$ cat src/rtl/tmr_pkg.sv
package tmr_pkg;
  typedef enum logic [1:0] {
    SEL_COUNT   = 2'd0,
    SEL_COMPARE = 2'd1,
    SEL_CAUSE   = 2'd2,
    SEL_NONE    = 2'd3
  } reg_sel_e;
endpackage

$ cat src/rtl/tmr_counter.sv
module tmr_counter #(
  parameter int W = 32,
  parameter logic [W-1:0] RST_VAL = W'(1)
) (
  input  logic         clk,
  input  logic         rst,
  input  logic         tick,
  input  logic         ld,
  input  logic [W-1:0] ld_val,
  output logic [W-1:0] cnt_q,
  output logic [W-1:0] inc_val,
  output logic         inc_fire
);
  // the next value wraps naturally at W bits
  assign inc_val  = cnt_q + W'(1);
  // a load has priority over a tick
  assign inc_fire = tick & ~ld;

  always_ff @(posedge clk) begin
    if (rst)           cnt_q <= RST_VAL;
    else if (ld)       cnt_q <= ld_val;
    else if (inc_fire) cnt_q <= inc_val;
  end
endmodule

$ cat src/rtl/tmr_match.sv
module tmr_match #(
  parameter int W = 32,
  parameter logic [W-1:0] CMP_RST = '0
) (
  input  logic         clk,
  input  logic         rst,
  input  logic         wr_cmp,
  input  logic [W-1:0] wr_val,
  input  logic         inc_fire,
  input  logic [W-1:0] inc_val,
  output logic [W-1:0] cmp_q,
  output logic         pend_q,
  output logic         pend_nxt
);
  logic hit;

  // a match is taken only on an increment, never on a load
  assign hit = inc_fire && (inc_val == cmp_q);

  // a compare write wins over a match in the same cycle
  always_comb begin
    if (wr_cmp)   pend_nxt = 1'b0;
    else if (hit) pend_nxt = 1'b1;
    else          pend_nxt = pend_q;
  end

  always_ff @(posedge clk) begin
    if (rst) begin
      cmp_q  <= CMP_RST;
      pend_q <= 1'b0;
    end else begin
      if (wr_cmp) cmp_q <= wr_val;
      pend_q <= pend_nxt;
    end
  end
endmodule

$ cat src/rtl/tmr_cause.sv
module tmr_cause #(
  parameter int W = 32,
  parameter int TIMER_BIT = 15,
  parameter int EXT_BIT = 10
) (
  input  logic         clk,
  input  logic         rst,
  input  logic         ext_irq,
  input  logic         pend_q,
  input  logic         pend_nxt,
  output logic         ext_q,
  output logic [W-1:0] cause_w,
  output logic         irq_q
);
  always_comb begin
    cause_w            = '0;
    cause_w[TIMER_BIT] = pend_q;
    cause_w[EXT_BIT]   = ext_q;
  end

  // the output is registered from next-state values so it moves with the bits
  always_ff @(posedge clk) begin
    if (rst) begin
      ext_q <= 1'b0;
      irq_q <= 1'b0;
    end else begin
      ext_q <= ext_irq;
      irq_q <= pend_nxt | ext_irq;
    end
  end
endmodule

$ cat src/rtl/cnt_cmp_timer.sv
module cnt_cmp_timer #(
  parameter int DATA_W = 32,
  parameter int TIMER_BIT = 15,
  parameter int EXT_BIT = 10,
  parameter logic [DATA_W-1:0] COUNT_INIT = DATA_W'(1),
  parameter logic [DATA_W-1:0] COMPARE_INIT = '0
) (
  input  logic              clk,
  input  logic              rst,
  input  logic              tick_en,
  input  logic              ext_irq,
  input  logic              wr_en,
  input  logic [1:0]        wr_sel,
  input  logic [DATA_W-1:0] wr_data,
  input  logic [1:0]        rd_sel,
  output logic [DATA_W-1:0] rd_data,
  output logic              irq_out
);
  import tmr_pkg::*;

  reg_sel_e          wsel, rsel;
  logic              wr_cnt, wr_cmp;
  logic [DATA_W-1:0] cnt_q, inc_val, cmp_q, cause_w;
  logic              inc_fire, pend_q, pend_nxt, ext_q;

  assign wsel   = reg_sel_e'(wr_sel);
  assign rsel   = reg_sel_e'(rd_sel);
  assign wr_cnt = wr_en && (wsel == SEL_COUNT);
  assign wr_cmp = wr_en && (wsel == SEL_COMPARE);

  tmr_counter #(.W(DATA_W), .RST_VAL(COUNT_INIT)) u_cnt (
    .clk(clk), .rst(rst), .tick(tick_en), .ld(wr_cnt), .ld_val(wr_data),
    .cnt_q(cnt_q), .inc_val(inc_val), .inc_fire(inc_fire)
  );

  tmr_match #(.W(DATA_W), .CMP_RST(COMPARE_INIT)) u_match (
    .clk(clk), .rst(rst), .wr_cmp(wr_cmp), .wr_val(wr_data),
    .inc_fire(inc_fire), .inc_val(inc_val),
    .cmp_q(cmp_q), .pend_q(pend_q), .pend_nxt(pend_nxt)
  );

  tmr_cause #(.W(DATA_W), .TIMER_BIT(TIMER_BIT), .EXT_BIT(EXT_BIT)) u_cause (
    .clk(clk), .rst(rst), .ext_irq(ext_irq), .pend_q(pend_q),
    .pend_nxt(pend_nxt), .ext_q(ext_q), .cause_w(cause_w), .irq_q(irq_out)
  );

  always_ff @(posedge clk) begin
    if (rst) rd_data <= '0;
    else begin
      case (rsel)
        SEL_COUNT:   rd_data <= cnt_q;
        SEL_COMPARE: rd_data <= cmp_q;
        SEL_CAUSE:   rd_data <= cause_w;
        default:     rd_data <= '0;
      endcase
    end
  end
endmodule

$ cat config.mk
export PLATFORM = sky130hd
export DESIGN_NAME = cnt_cmp_timer
export DESIGN_NICKNAME = d
export VERILOG_FILES = /design/src/rtl/tmr_pkg.sv /design/src/rtl/tmr_counter.sv /design/src/rtl/tmr_match.sv /design/src/rtl/tmr_cause.sv /design/src/rtl/cnt_cmp_timer.sv
export SDC_FILE = /design/constraint.sdc
export NUM_CORES = 1
export LEC_CHECK = 0
export BUFFER_PORTS_ARGS = -buffer_cell sky130_fd_sc_hd__buf_2
export CAP_MARGIN = 20
export CORE_AREA = 2 2 106 108
export DETAILED_ROUTE_END_ITERATION = 12
export DIE_AREA = 0 0 108 110
export PLACE_DENSITY_LB_ADDON = 0.1
export SETUP_SLACK_MARGIN = 0.02
export SLEW_MARGIN = 10
export SYNTH_ARGS = -nofsm -noshare
export SYNTH_HDL_FRONTEND = slang
export SYNTH_SLANG_ARGS = --single-unit
$ cat constraint.sdc
create_clock -name clk -period 7.6 [get_ports clk]
set_input_delay 1.14 -clock clk [delete_from_list [all_inputs] [get_ports clk]]
set_output_delay 1.14 -clock clk [all_outputs]
set_load 0.005 [all_outputs]
==> flow_results.org <==
** Timing
- Period Utilization, post-route :: 39.0%
- The hold violation total from the final report is 0.
- Number of setup violations in the final report :: 0
- The max-slew violation count was 0.
- Transition at the pin with the smallest max-transition slack :: ~1.1 ns
- Final Critical Period :: 2.96 ns
- Clock skew on the completed layout was measured at roughly 0.0085 ns.
- Slew Limit Headroom :: 27.9%
- Max Fclk :: roughly 0.34 GHz
- Setup repair after global routing left no endpoint under its margin.
- Adding up every negative setup slack in the final design gives 0 ns.

** Critical path
- The worst setup path is launched from a register.
- Data arrival time of the critical path :: 3.28 ns
- STA classifies the critical path endpoint as a register.
- For the worst setup path, the data required time is between 7 and 8 ns.
- Cell seen most often among critical-path stages :: sky130_fd_sc_hd__nor4_1
- In this run the worst path has a maximum fanout of 9.
- Source of the worst register-to-register timing path :: u_cnt.cnt_q[0]
- In this design, the stage delay of the slowest critical-path cell is 0.61 ns.
- Cells along the critical path :: ha_1 > nand3_2 > or4_4 > nor2_4 > mux2i_1 > nor4_1 > o2111ai_2 > nor4_1 > or3_1
- In this run the worst setup path terminates at u_cause.irq_q.
- The critical path starts at u_cnt.cnt_q[0].
- The critical path is of the register to register type.
- The slowest stage of the critical path belongs to the cell sky130_fd_sc_hd__or4_4.
- Setup slack on the worst reg-to-reg path comes out at between 4 and 5 ns.
- In this run the critical register-to-register path is captured at u_cause.irq_q.
- Measured in cells, the most critical reg-to-reg path has a length of 9.

** Clocking
- After clock tree synthesis, the flow added hold-fix buffers numbering 0.
- The number of clock buffers added by TritonCTS is 9.
- After clock tree synthesis, the clock-pin slew on the worst setup and hold paths is ~0.090 ns.
- The later pin in the worst-skew pair is clocked with a latency of 0.37 ns.
- The root buffer cell chosen for the clock tree is sky130_fd_sc_hd__clkbuf_8.
- H-tree Lvls :: 3
- No sink is reached through more buffers than the 2 on the longest clock path.
- TritonCTS built the clock tree.
- Post-CTS timing repair inserted 0 buffers for setup.
- The number of gates resized after CTS was 0.
- The clock drives between 90 and 100 sinks.

** Floorplanning
- Starting utilization of the core area :: between 40% and 50%
- Area of the core region :: 0.0107 mm2
- In this run the vertical extent of the chip is approximately 110 um.
- The die is around 110 um wide.
- Floorplan die area :: about 0.012 mm2
- 74 I/O pins were placed.
- Number of core rows :: 38

** Global route
- Overall Global Routing Usage :: a little under a quarter
- Entering global routing, the biggest net connects between 70 and 80 pins.
- Wire length of the first global-routing pass :: around 22000 um
- Global route overflow :: 0
- Number of antenna violations at the first check in global routing :: 0
- Via count of the first global-routing pass :: approximately 4300

** Synth
- Synthesis inferred 99 register bits.
- Post-synthesis net count :: 694
- Synthesis instantiated between 50 and 60 different standard cells from the library.
- Most common flop cell mapped by yosys :: sky130_fd_sc_hd__dfxtp_1
- Number of enable flip-flop cells after synthesis :: 0
- Area share of the largest cell type after synthesis :: between 30% and 40%
- Sequential elements use between 30% and 40% of the synthesized area.
- Cell area after technology mapping :: about 0.0053 mm2
- Synthesis produced about 650 cells.
- By area the synthesized netlist is led by sky130_fd_sc_hd__dfxtp_1 (38%), sky130_fd_sc_hd__nand2_1 (6.8%), sky130_fd_sc_hd__mux2i_1 (6.6%), sky130_fd_sc_hd__nor2_1 (6.0%), sky130_fd_sc_hd__xnor2_1 (5.0%).
- Yosys printed 0 warnings.
- Largest area contributor in the netlist :: sky130_fd_sc_hd__dfxtp_1
- A synthesized cell averages a little over 8 um2.
- Post-synth ARST share :: 0%

** Routing
- Once detail routing completed, the nets flagged for antenna violations numbered 0.
- The final layout contains routed wiring with a total length of approximately 13000 um.
- Across all layers, the routed design uses between 4000 and 5000 vias.
- After detailed routing, the number of vias per cell comes to between 5 and 6.
- The first TritonRoute pass finished after 5 iterations.
- After detailed routing, the average wire length per cell comes to approximately 16 um.
- For this block, the initial DRC count from the detailed router was 298.
- Number of design rule violations left after detail routing :: 0

** Layout
- Most common cell after layout, fill and taps aside :: sky130_fd_sc_hd__dfxtp_1
- Net count of the finished layout :: slightly above 700
- The filler cells instantiated in the layout total around 1100.
- Synth-to-Final Area Change :: 10.3%
- Final non-filler cell total :: between 800 and 900
- Fraction of layout cells with a size suffix above 1 :: 15.5%
- The top cell types in the final layout, fill and taps aside, are sky130_fd_sc_hd__dfxtp_1 (99), sky130_fd_sc_hd__nand2_1 (96), sky130_fd_sc_hd__nor2_1 (85).
- The number of antenna diodes in the final layout is 0.

** Placement
- Post-detailed-placement half-perimeter wirelength :: just over 9000 um
- Inst Count DP :: 814
- Port Buffers :: 73
- Final weighted congestion in routability-driven placement :: approximately 0.86

** Power
- Switching power summed over all nets :: 0.000279 W
- Internal power of the cells :: just under 0.0008 W
- In this run the power density over the cells is about 180 mW/mm2.
- Fraction of power consumed by the clock network :: between 30% and 40%
- Register share of total power :: approximately 54%
- IR analysis of the VDD net gives a maximum drop of just over 80 uV.
- Pleak :: 2.21 nW
- In this run switching power makes up 26.5% of total power.
- Combinational share of power :: between 10% and 20%

** Outcome
- Result of the run :: finished, final reports clean

** Min path
- Worst Hold Class :: register to register

** Job
- Max-cap violations in this run came to 0.
-- cell usage after synthesis (all sizes together), types with 2 or more instances --
master,count
and2,3
a31oi,2
o2111ai,4
nor2,87
nand4,20
a211oi,27
dfxtp,99
nor4,10
buf,22
a311oi,10
nand2,96
a21o,2
nand2b,4
mux2i,35
a2111oi,2
or3,11
nor3b,5
inv,4
and3,4
and4,5
o21ai,15
nor2b,6
or2,4
xor2,30
clkbuf,33
nand3,18
xnor2,30
nor3,8
a21oi,40
-- kinds of logic (layout without fill, tap and decap cells) --
kind of cell,after synthesis,count (layout),synth area share [%]
buffers and inverters,59,97,4.86
flip-flops,99,99,37.5
multiplexers,36,36,6.85
XOR/XNOR,60,60,9.95
AO/OA/AOI/OAI,111,111,13.9
AND/OR/NAND/NOR,286,286,26.7
adder cells (fa/ha/maj),1,1,0.237
-- worst min path at each step --
stage,from,endpoint,depth (start not counted)
detailed placement,u_cause.ext_q,rd_data[10],2
CTS,u_match.cmp_q[15],u_match.cmp_q[15],2
global placement,u_cause.ext_q,rd_data[10],2
floorplan,u_cause.ext_q,rd_data[10],2
global route,u_cause.ext_q,rd_data[10],2
finish,u_match.cmp_q[15],u_match.cmp_q[15],2
-- through the flow --
step | utilization (%) | setup slack [ns] | power [W] | hold WS (ns) | instance area [um2]
finish | 54.4 | 4.64 | 0.00105 | 0.484 | 5820
global route | 54.4 | 4.29 | 0.00111 | 0.521 | 5820
CTS | 54.4 | 4.61 | 0.00106 | 0.486 | 5820
detailed placement | 52.4 | 4.49 | 0.000709 | 0.469 | 5610
global placement | 52.4 | 4.58 | 0.000707 | 0.451 | 5610
floorplan | - | 5.02 | 0.000669 | 0.431 | 5280
-- final cells by class --
class                      count  area (um2)  share of cell area (%)
timing repair buffer          77         395                    6.79
sequential                    99        1980                    34.0
multi-input combinational    494        3040                    52.2
clock inverter                 3        45.0                   0.773
inverter                       4        15.0                   0.258
clock buffer                  13         169                    2.90
tap                          140         175                    3.01
-- critical path: cells and delay by family (launching register included) --
family	cells	cell delay (ns)
fa+ha+maj	1	0.34
compound gates	1	0.16
simple gates	6	1.79
flops	1	0.51
mux	1	0.11
-- power by group through the flow --
stage | Sequential, W | Clock (W) | Combinational, W
2_1_floorplan | 0.000560 | 0 | 0.000109
3_3_place_gp | 0.000579 | 0 | 0.000128
3_5_place_dp | 0.000580 | 0 | 0.000129
4_1_cts | 0.000568 | 0.000366 | 0.000129
5_1_grt | 0.000573 | 0.000389 | 0.000144
6_report | 0.000568 | 0.000356 | 0.000129
-- per-layer routing --
| metal | up-vias | track usage, % | part of all wire, % | wire, um |
|---|---|---|---|---|
| li1 | 2338 | - | - | - |
| met1 | 2248 | 33.6 | 49 | 6510 |
| met2 | 118 | 36.7 | 45 | 5990 |
| met3 | 14 | 3.94 | 4.7 | 627 |
| met4 | 0 | 6.68 | 1.2 | 162 |
| met5 | - | 0 | 0 | 0 |
-- flip-flops by register name (all words and copies together) (netlist names) --
name and flops:
u_cause.ext_q 1, u_cnt.cnt_q 32, u_match.cmp_q 32, u_match.pend_q 1
u_cause.irq_q 1, rd_data 32
Power figures use the tool's default switching activity.
